===== config.mk =====
export PLATFORM = sky130hd
export DESIGN_NAME = se_hop_router
export DESIGN_NICKNAME = d
export VERILOG_FILES = /design/src/rtl/se_route_pkg.sv /design/src/rtl/se_nbr_calc.sv /design/src/rtl/se_step_decide.sv /design/src/rtl/se_hop_router.sv
export SDC_FILE = /design/constraint.sdc
export NUM_CORES = 1
export LEC_CHECK = 0
export ABC_AREA = 1
export BUFFER_PORTS_ARGS = -buffer_cell sky130_fd_sc_hd__buf_2
export CORE_ASPECT_RATIO = 0.9
export CORE_MARGIN = 10
export CORE_UTILIZATION = 47
export DETAILED_ROUTE_END_ITERATION = 10
export GPL_TIMING_DRIVEN = 1
export PLACE_DENSITY = 0.87
export REMOVE_ABC_BUFFERS = 1
export SKIP_LAST_GASP = 1
export SLEW_MARGIN = 20
export SYNTH_ARGS = -nofsm -noshare
export SYNTH_HDL_FRONTEND = slang
export SYNTH_SLANG_ARGS = --single-unit

===== constraint.sdc =====
create_clock -name clk -period 1.9 [get_ports clk]
set_clock_uncertainty 0.05 [all_clocks]
set_input_delay 0.285 -clock clk [delete_from_list [all_inputs] [get_ports clk]]
set_output_delay 0.285 -clock clk [all_outputs]
set_load 0.01 [all_outputs]

===== src/rtl/se_route_pkg.sv =====
package se_route_pkg;
  typedef enum logic [1:0] {
    PORT_LOCAL = 2'b00,
    PORT_SHUF  = 2'b01,
    PORT_EXCH  = 2'b10,
    PORT_FAULT = 2'b11
  } port_e;
endpackage


===== src/rtl/se_nbr_calc.sv =====
module se_nbr_calc #(
  parameter int K = 4
) (
  input  logic [K-1:0] node,
  output logic [K-1:0] shuf,
  output logic [K-1:0] exch
);
  // rotate left by one: bit i takes bit i-1, bit 0 takes the top bit
  for (genvar i = 0; i < K; i++) begin : g_rot
    if (i == 0) begin : g_wrap
      assign shuf[0] = node[K-1];
    end else begin : g_mid
      assign shuf[i] = node[i-1];
    end
  end

  assign exch = {node[K-1:1], ~node[0]};
endmodule


===== src/rtl/se_step_decide.sv =====
module se_step_decide
  import se_route_pkg::*;
#(
  parameter int K      = 4,
  parameter int STEP_W = $clog2(2*K+1)
) (
  input  logic [K-1:0]      node,
  input  logic [K-1:0]      dest,
  input  logic [STEP_W-1:0] step,
  output port_e             port,
  output logic [STEP_W-1:0] step_nxt
);
  localparam int LAST = 2*K - 2;

  logic want_bit;
  logic at_dest;
  logic in_range;

  // destination bit for the current round: round r = step/2 settles bit K-1-r
  always_comb begin
    want_bit = 1'b0;
    for (int r = 0; r < K; r++) begin
      if (int'(step >> 1) == r) want_bit = dest[K-1-r];
    end
  end

  assign at_dest  = (node == dest);
  assign in_range = (int'(step) <= LAST);

  always_comb begin
    port     = PORT_LOCAL;
    step_nxt = step;
    if (at_dest) begin
      port     = PORT_LOCAL;
      step_nxt = step;
    end else if (!in_range) begin
      port     = PORT_FAULT;
      step_nxt = step;
    end else if (step[0]) begin
      port     = PORT_SHUF;
      step_nxt = step + STEP_W'(1);
    end else if (node[0] != want_bit) begin
      port     = PORT_EXCH;
      step_nxt = step + STEP_W'(1);
    end else begin
      port     = PORT_SHUF;
      step_nxt = step + STEP_W'(2);
    end
  end
endmodule


===== src/rtl/se_hop_router.sv =====
module se_hop_router
  import se_route_pkg::*;
#(
  parameter int K      = 4,
  parameter int STEP_W = $clog2(2*K+1)
) (
  input  logic              clk,
  input  logic              rst,
  input  logic              in_valid,
  input  logic [K-1:0]      cur_addr,
  input  logic [K-1:0]      dst_addr,
  input  logic [STEP_W-1:0] step_in,
  output logic              out_valid,
  output logic [1:0]        out_port,
  output logic [STEP_W-1:0] out_step,
  output logic [K-1:0]      shuf_nbr,
  output logic [K-1:0]      exch_nbr
);
  localparam int LAST = 2*K - 2;

  logic [K-1:0]      shuf_c;
  logic [K-1:0]      exch_c;
  port_e             port_c;
  logic [STEP_W-1:0] step_c;

  se_nbr_calc #(.K(K)) u_nbr (
    .node (cur_addr),
    .shuf (shuf_c),
    .exch (exch_c)
  );

  se_step_decide #(.K(K), .STEP_W(STEP_W)) u_dec (
    .node     (cur_addr),
    .dest     (dst_addr),
    .step     (step_in),
    .port     (port_c),
    .step_nxt (step_c)
  );

  always_ff @(posedge clk) begin
    if (rst) begin
      out_valid <= 1'b0;
      out_port  <= 2'b00;
      out_step  <= '0;
      shuf_nbr  <= '0;
      exch_nbr  <= '0;
    end else begin
      out_valid <= in_valid;
      if (in_valid) begin
        out_port <= port_c;
        out_step <= step_c;
        shuf_nbr <= shuf_c;
        exch_nbr <= exch_c;
      end
    end
  end

  // one-cycle valid pipeline
  p_valid_follows_r2: assert property (@(posedge clk) disable iff (rst)
    in_valid |=> out_valid);
  p_valid_idle_r2: assert property (@(posedge clk) disable iff (rst)
    !in_valid |=> !out_valid);
  // rotating the registered neighbour right recovers the request address
  p_shuf_rotation_r3: assert property (@(posedge clk) disable iff (rst)
    out_valid |-> {shuf_nbr[0], shuf_nbr[K-1:1]} == $past(cur_addr));
  // exchange neighbour differs from the request in bit 0 only
  p_exch_flip_r4: assert property (@(posedge clk) disable iff (rst)
    out_valid |-> (exch_nbr ^ $past(cur_addr)) == K'(1));
  // local delivery only when the request was already at its destination
  p_local_on_arrival_r5: assert property (@(posedge clk) disable iff (rst)
    (out_valid && out_port == PORT_LOCAL) |-> $past(cur_addr) == $past(dst_addr));
  // an exchange always leaves a shuffle pending (odd step)
  p_exch_odd_r6: assert property (@(posedge clk) disable iff (rst)
    (out_valid && out_port == PORT_EXCH) |-> out_step[0]);
  // a shuffle always leaves an exchange decision pending (even step)
  p_shuf_even_r7: assert property (@(posedge clk) disable iff (rst)
    (out_valid && out_port == PORT_SHUF) |-> !out_step[0]);
  // fault only for an out-of-range counter, which is passed through
  p_fault_range_r9: assert property (@(posedge clk) disable iff (rst)
    (out_valid && out_port == PORT_FAULT) |->
      (int'($past(step_in)) > LAST) && out_step == $past(step_in));
  // an in-range request that has not arrived makes progress
  p_progress_r10: assert property (@(posedge clk) disable iff (rst)
    (in_valid && cur_addr != dst_addr && int'(step_in) <= LAST) |=>
      (out_port != PORT_LOCAL) && (out_port != PORT_FAULT) && (out_step > $past(step_in)));
endmodule


==> summary.md, run 1 <==
| Metric | Value |
|---|---|
| Finished Layout Cells | `168` |
| Post-CTS sizing | `0` |
| Number of global-route vias before repair | `826` |
| Period minus WS final | `1620 ps` |
| Root buf cell | `clkbuf_4` |
| TritonRoute pass-1 iters | `4` |
| Worst path required time | `2020 ps` |
| Cells after DPL | `165` |
| Area leader, netlist | `dfxtp_1` |
| Routed WL | `2150 um` |
| Period Utilization, post-route | `85.2%` |
| CP Class | `input pin to flip-flop` |
| Setup TNS | `0 ps` |
| Die Wd | `63.7 um` |
| CP Capture Type | `flip-flop` |
| Fill cell count | `175` |
| FMAX | `0.618 GHz` |
| RSZ-0062 raised after global routing | `false` |
| Height of the die | `59.4 um` |
| Fin. Hold Viols | `0` |
| Top cell type's share of synthesized area | `29.7%` |
| GR Util All Layers | `11.8%` |
| Die area | `3780 um2` |
| WL per Instance | `12.8 um` |
| Peak VDD IR | `330 uV` |
| Crit-path slowest cell | `ha_1` |
| Crit path arrival time | `1740 ps` |
| Gate Count Post-Synth | `116` |
| TritonCTS buffer count | `3` |
| CTS Sinks | `12` |
| Via density | `4.85` |
| Vias | `814` |
| Sequential-to-total area share from yosys stat | `29.7%` |
| Worst slew margin | `75.5%` |
| Outcome | `complete, no violations` |
| Yosys cell types | `21` |
| Largest net degree at the start of global routing | `13` |
| Yosys warnings | `0` |
| Crit-path max cell delay | `240 ps` |
| CP Max Fanout | `8` |
| Starting Density | `49.2%` |
| Worst skew pair latency | `270 ps` |
| CTS Buffer Depth | `2` |
| Layout area overhead | `21.2%` |
| Post-DRT Antenna Nets | `0` |
| Nets | `168` |
| Flops & latches, synth | `12` |
| Total power | `601 uW` |
| DRT iter0 DRCs | `19` |
| Initial antenna violation count | `0` |
| Max Cap Viol | `0` |
| First-pass GRT wire length | `3640 um` |
| Routability cong. | `0.961` |
| Hold_buf cts | `0` |
| FP Rows | `14` |
| Core footprint | `1650 um2` |
| Crit-path leading delay family | `simple AND/OR/NAND/NOR gates` |
| Post-CTS Setup Bufs | `0` |
| Crit-path cells | `buf_2, ha_1, ha_1, nor2_1, and2_1, nand2_2, nand2_2, nand2_4, nand2_2, nand2_2, nand3_1, nand2_1, nand2_1, nand2_1` |
| CTS clk-pin slew, worst paths | `70 ps` |
| Setup Viol. Count Final | `0` |
| Lkg Pwr | `0.554 nW` |
| I/O pins | `30` |
| Port buffer count | `29` |
| Final instance area | `981 um2` |
| CP most frequent cell | `nand2_2` |
| Synthesized area | `810 um2` |
| CTS tree | `done` |
| Share of layout cells above drive strength 1 | `29.2%` |
| Detailed-route DRC error count | `0` |
| Most frequent cells in the layout | `buf_2, nand2_1, nor2_1, inv_1, dfxtp_1` |
| Worst-Margin Slew | `367 ps` |
| Synth top area cells | `dfxtp_1, ha_1, nand2_1, nor2_1, inv_1` |
| Critical Path Start Type | `input pin` |
| Pwr Density | `613 nW/um2` |
| Total gr overflow | `0` |
| Max-slew violations | `0` |
| Placed Area | `958 um2` |
| Syn Area/Cell | `6.98 um2` |
| WP buf/inv | `1` |
| HPWL Detailed | `1810 um` |
| Diodes inserted | `0` |
| Commonest non-fill, non-tap cell in the layout | `buf_2` |
| Worst hold slack | `178 ps` |
| Min-Delay Path Class | `input pin to flip-flop` |
| H-tree levels | `1` |
-- area by class of cell --
class / count / area, um2 / share of cell area [%]
multi-input cells: 85 / 487 / 49.6
flip-flops and latches: 12 / 240 / 24.5
repair buffers: 29 / 145 / 14.8
inverters: 15 / 56.3 / 5.74
well taps: 24 / 30.0 / 3.06
clock buffers: 3 / 22.5 / 2.30
-- power by group --
part / internal (mW) / switching (mW)
Sequential: 0.270 / 0.00822
Clock: 0.0733 / 0.0762
Combinational: 0.0672 / 0.106
Total: 0.411 / 0.191
-- cells by family (layout without fill, tap and decap cells) --
kind of cell | after synthesis | after routing | synth area share [%]
AOI/OAI and AO/OA | 18 | 18 | 12.4
adders and majority gates | 7 | 7 | 10.8
and+or+nand+nor | 54 | 54 | 30.4
DFF | 12 | 12 | 29.7
buffers and inverters | 19 | 47 | 10.2
xor gates and xnor gates | 6 | 6 | 6.49
-- layer usage --
layer  routed length [um]  global-route usage (%)  vias up
met5                    0                       0        -
met4                   19                    3.43        0
met1                  846                    11.5      360
li1                     -                       -      422
met3                  188                    5.29        4
met2                 1100                    22.2       28
-- cells in the mapped netlist, drive strengths merged --
cell type and n:
nand2 28, inv 15, nor2 15, dfxtp 12, a21oi 9, o21ai 8, ha 7, nand3 7
xor2 5, buf 3, nand4 3, a21boi 1, and2 1, clkbuf 1, xnor2 1
-- metrics by stage --
| step | utilization [%] | setup WS, ps |
|---|---|---|
| 6_report | 59.6 | 281 |
| 5_1_grt | 59.6 | 182 |
| 4_1_cts | 59.6 | 302 |
| 3_5_place_dp | 58.2 | 25.5 |
| 3_3_place_gp | 58.2 | 161 |
| 2_1_floorplan | - | 380 |
-- registers in the layout (all words and copies together), names as in the netlist --
| register | flops |
|---|---|
| out_step | 4 |
| shuf_nbr | 3 |
| exch_nbr | 2 |
| out_valid | 1 |
| out_port | 2 |
-- path summary, 6_finish.rpt --
path / to / startpoint / cells after the start / slack, ps
setup / recovery: out_step[1] / step_in[1] / 14 / 280
setup reg to reg: out_step[3] / out_step[3] / 2 / 1190
hold / removal: out_port[1] / rst / 2 / 180
hold reg to reg: exch_nbr[0] / exch_nbr[0] / 2 / 420
No activity file was read; power rests on OpenSTA's default activity.
==> run 2: changes to the inputs <==
ABC_AREA = 0   (was 1)
CORE_UTILIZATION = 48   (was 47)
==> run 2 against run 1 <==
The flow now finishes with violations (setup timing). Routed wire length is 28% higher. Clock power hardly changed. Synthesized cell count is 16% lower. Register-to-register slack worse by 340 ps. Final area is 29% higher. Setup slack worse by 360 ps. Non-clock buffer count is 20 higher. Cell count is 0.60% lower. Global-route usage is 2.9 points higher. Critical endpoint is now out_port[1]. Largest cell class unchanged. Largest power group unchanged. Highest routed layer unchanged.
==> summary.md, run 2 <==
| Metric | Value |
|---|---|
| Synth top area cells | `dfxtp_1, ha_1, mux2i_1, nor2_1, xnor2_1` |
| Largest Register | `out_step` |
| Root buf cell | `clkbuf_4` |
| Lkg Pwr | `0.600 nW (+8.3%)` |
| Worst-Margin Slew | `466 ps (+99.6 ps)` |
| CP Max Fanout | `5 (-3)` |
| First-pass GRT wire length | `4480 um (+23%)` |
| Core Util, Final | `75.5% (+16 points)` |
| Synthesized area | `848 um2 (+4.8%)` |
| Via density | `5.56 (+15%)` |
| Share of layout cells above drive strength 1 | `49.7% (+20 points)` |
| Worst path required time | `2020 ps (about the same)` |
| Primary FF master, synth | `dfxtp_1` |
| Failing checks | `setup timing` |
| TritonRoute pass-1 iters | `4 (unchanged)` |
| Period Utilization, post-route | `104% (+19 points)` |
| Max Cap Viol | `0 (unchanged)` |
| Min-Delay Path Class | `input pin to flip-flop` |
| CP Class | `input pin to flip-flop` |
| Total power | `676 uW (+12%)` |
| Critical Path Start Type | `input pin` |
| WL per Instance | `16.6 um (+29%)` |
| Routability cong. | `0.820 (-15%)` |
| Final setup margin | `-81.6 ps (-363 ps)` |
| Most frequent cells in the layout | `buf_2, buf_4, dfxtp_1, nor2_1` |
| Setup TNS | `-125 ps (-125 ps)` |
| Syn Area/Cell | `8.75 um2 (+25%)` |
| Starting Density | `50.4% (+1.3 points)` |
| Flops & latches, synth | `12 (unchanged)` |
| Detailed-route DRC error count | `0 (unchanged)` |
| CTS Buffer Depth | `2 (unchanged)` |
| Worst skew pair latency | `270 ps (about the same)` |
| Total gr overflow | `0 (unchanged)` |
| Port buffer count | `29 (unchanged)` |
| Die area | `3850 um2 (+1.8%)` |
| Max-slew violations | `0 (unchanged)` |
| Nets | `167 (-0.60%)` |
| GR Util All Layers | `14.8% (+2.9 points)` |
| Commonest non-fill, non-tap cell in the layout | `buf_2` |
| Initial antenna violation count | `0 (unchanged)` |
| Largest net degree at the start of global routing | `20 (+7)` |
| H-tree levels | `1 (unchanged)` |
| CTS Sinks | `12 (unchanged)` |
| Top-count cell post-synth | `dfxtp_1` |
| Post-DRT Antenna Nets | `0 (unchanged)` |
| CP Capture Type | `flip-flop` |
| Sequential-to-total area share from yosys stat | `28.3% (-1.4 points)` |
| Outcome | `complete, but fails checks` |
| HPWL Detailed | `1940 um (+7.4%)` |
| Area leader, netlist | `dfxtp_1` |
| FP Rows | `14 (unchanged)` |
| Max reg flops | `4 (unchanged)` |
| DRT iter0 DRCs | `62 (+43)` |
| Worst slew margin | `68.8% (-6.7 points)` |
| Yosys cell types | `37 (+76%)` |
| Die Wd | `64.3 um (+0.89%)` |
| Vias | `929 (+14%)` |
| Pwr Density | `532 nW/um2 (-13%)` |
| CTS clk-pin slew, worst paths | `70 ps (about the same)` |
| Routed WL | `2770 um (+28%)` |
| Layout area overhead | `49.7%` |
| FMAX | `0.505 GHz (-18%)` |
| Commonest cells in the netlist | `dfxtp_1, nor2_1, ha_1` |
| CTS tree | `done` |
| I/O pins | `30 (unchanged)` |
| Peak VDD IR | `479 uV (+45%)` |
| Finished Layout Cells | `167 (-0.60%)` |
| Fin. Hold Viols | `0 (unchanged)` |
| Number of global-route vias before repair | `920 (+11%)` |
| Ys async rst share | `0% (unchanged)` |
| Crit path arrival time | `2100 ps (+360 ps)` |
| Cells after DPL | `159 (-3.6%)` |
| Height of the die | `59.9 um (+0.86%)` |
| Top cell type's share of synthesized area | `28.3% (-1.4 points)` |
| Biggest regs | `out_step (4), shuf_nbr (3)` |
| Period minus WS final | `1980 ps (+363 ps)` |
| Core footprint | `1680 um2 (+2.1%)` |
| Diodes inserted | `0 (unchanged)` |
| TritonCTS buffer count | `3 (unchanged)` |
| Hold_buf cts | `0 (unchanged)` |
| Gate Count Post-Synth | `97 (-16%)` |
| Yosys warnings | `0 (unchanged)` |
| EDFF count, synth | `0 (unchanged)` |
| RSZ-0062 raised after global routing | `true` |
| Setup Viol. Count Final | `2 (+2)` |
## run 2: changes by cell type after synthesis, moves of 3 or more
cell	delta
a211oi_1	+4
inv_1	-9
mux2i_1	+4
nand2_1	-18
nand2_2	-5
nand3_1	-5
nor2_1	-5
nor2b_1	+3
o21ai_0	-6
xnor2_1	+3
xor2_1	-5
## run 2: cell type report
cell class / instances / area, um2
clock buffer: 3 / 22.5
multi-input combinational: 74 / 628
sequential: 12 / 240
fill: 106 / 412
tap: 24 / 30.0
inverter: 5 / 26.3
timing repair buffer: 49 / 323
## run 2: final timing paths
path,endpoint,cells after the start,slack [ps],startpoint
max,out_port[1],11,-80,step_in[2]
min,shuf_nbr[2],3,230,cur_addr[1]
max reg2reg,out_step[2],3,850,out_step[2]
min reg2reg,out_step[1],2,440,out_step[1]
## run 2: critical path, stage by stage
cell and delay (ps):
buf_8 100, ha_4 160, ha_4 150, buf_4 130
buf_4 130, nand2_1 90, buf_4 120, nor2_1 60
or4_4 460, nand2b_4 170, a31o_4 240
## run 2: routing by layer
metal / vias up / global-route usage (%) / wire length [um]
li1: 444 / - / -
met1: 429 / 14.7 / 1100
met2: 43 / 25.6 / 1300
met3: 13 / 6.54 / 263
met4: 0 / 8.23 / 106
met5: - / 0 / 0
## run 2: what timing repair did
action	in CTS	in global routing
setup buffers	2	3
setup endpoints to repair	6	6
pin swaps	6	7
gates resized for setup	17	10
## run 2: per-stage QoR
stage | setup WS [ps] | hold slack [ps] | cell area [um2]
final | -81.6 | 232 | 1270
after global routing | -119 | 243 | 1270
after CTS | -59.0 | 233 | 1210
after detailed placement | -486 | 422 | 1100
after global placement | -408 | 421 | 1100
after floorplan | -294 | 307 | 815
## run 2: report_power, final
part,switching [mW],internal [mW]
Clock,0.0791,0.0735
Combinational,0.121,0.123
Sequential,0.00868,0.270
## run 2: kinds of logic (layout without fill, tap and decap cells)
kind of cell	count (synthesis)	after routing	share of synthesized area, %
flops	12	12	28.3
simple gates	36	36	25.4
fa+ha+maj	7	7	10.3
mux	4	4	4.72
buf+inv	11	57	6.19
xor+xnor	4	4	4.13
compound gates	23	23	20.9
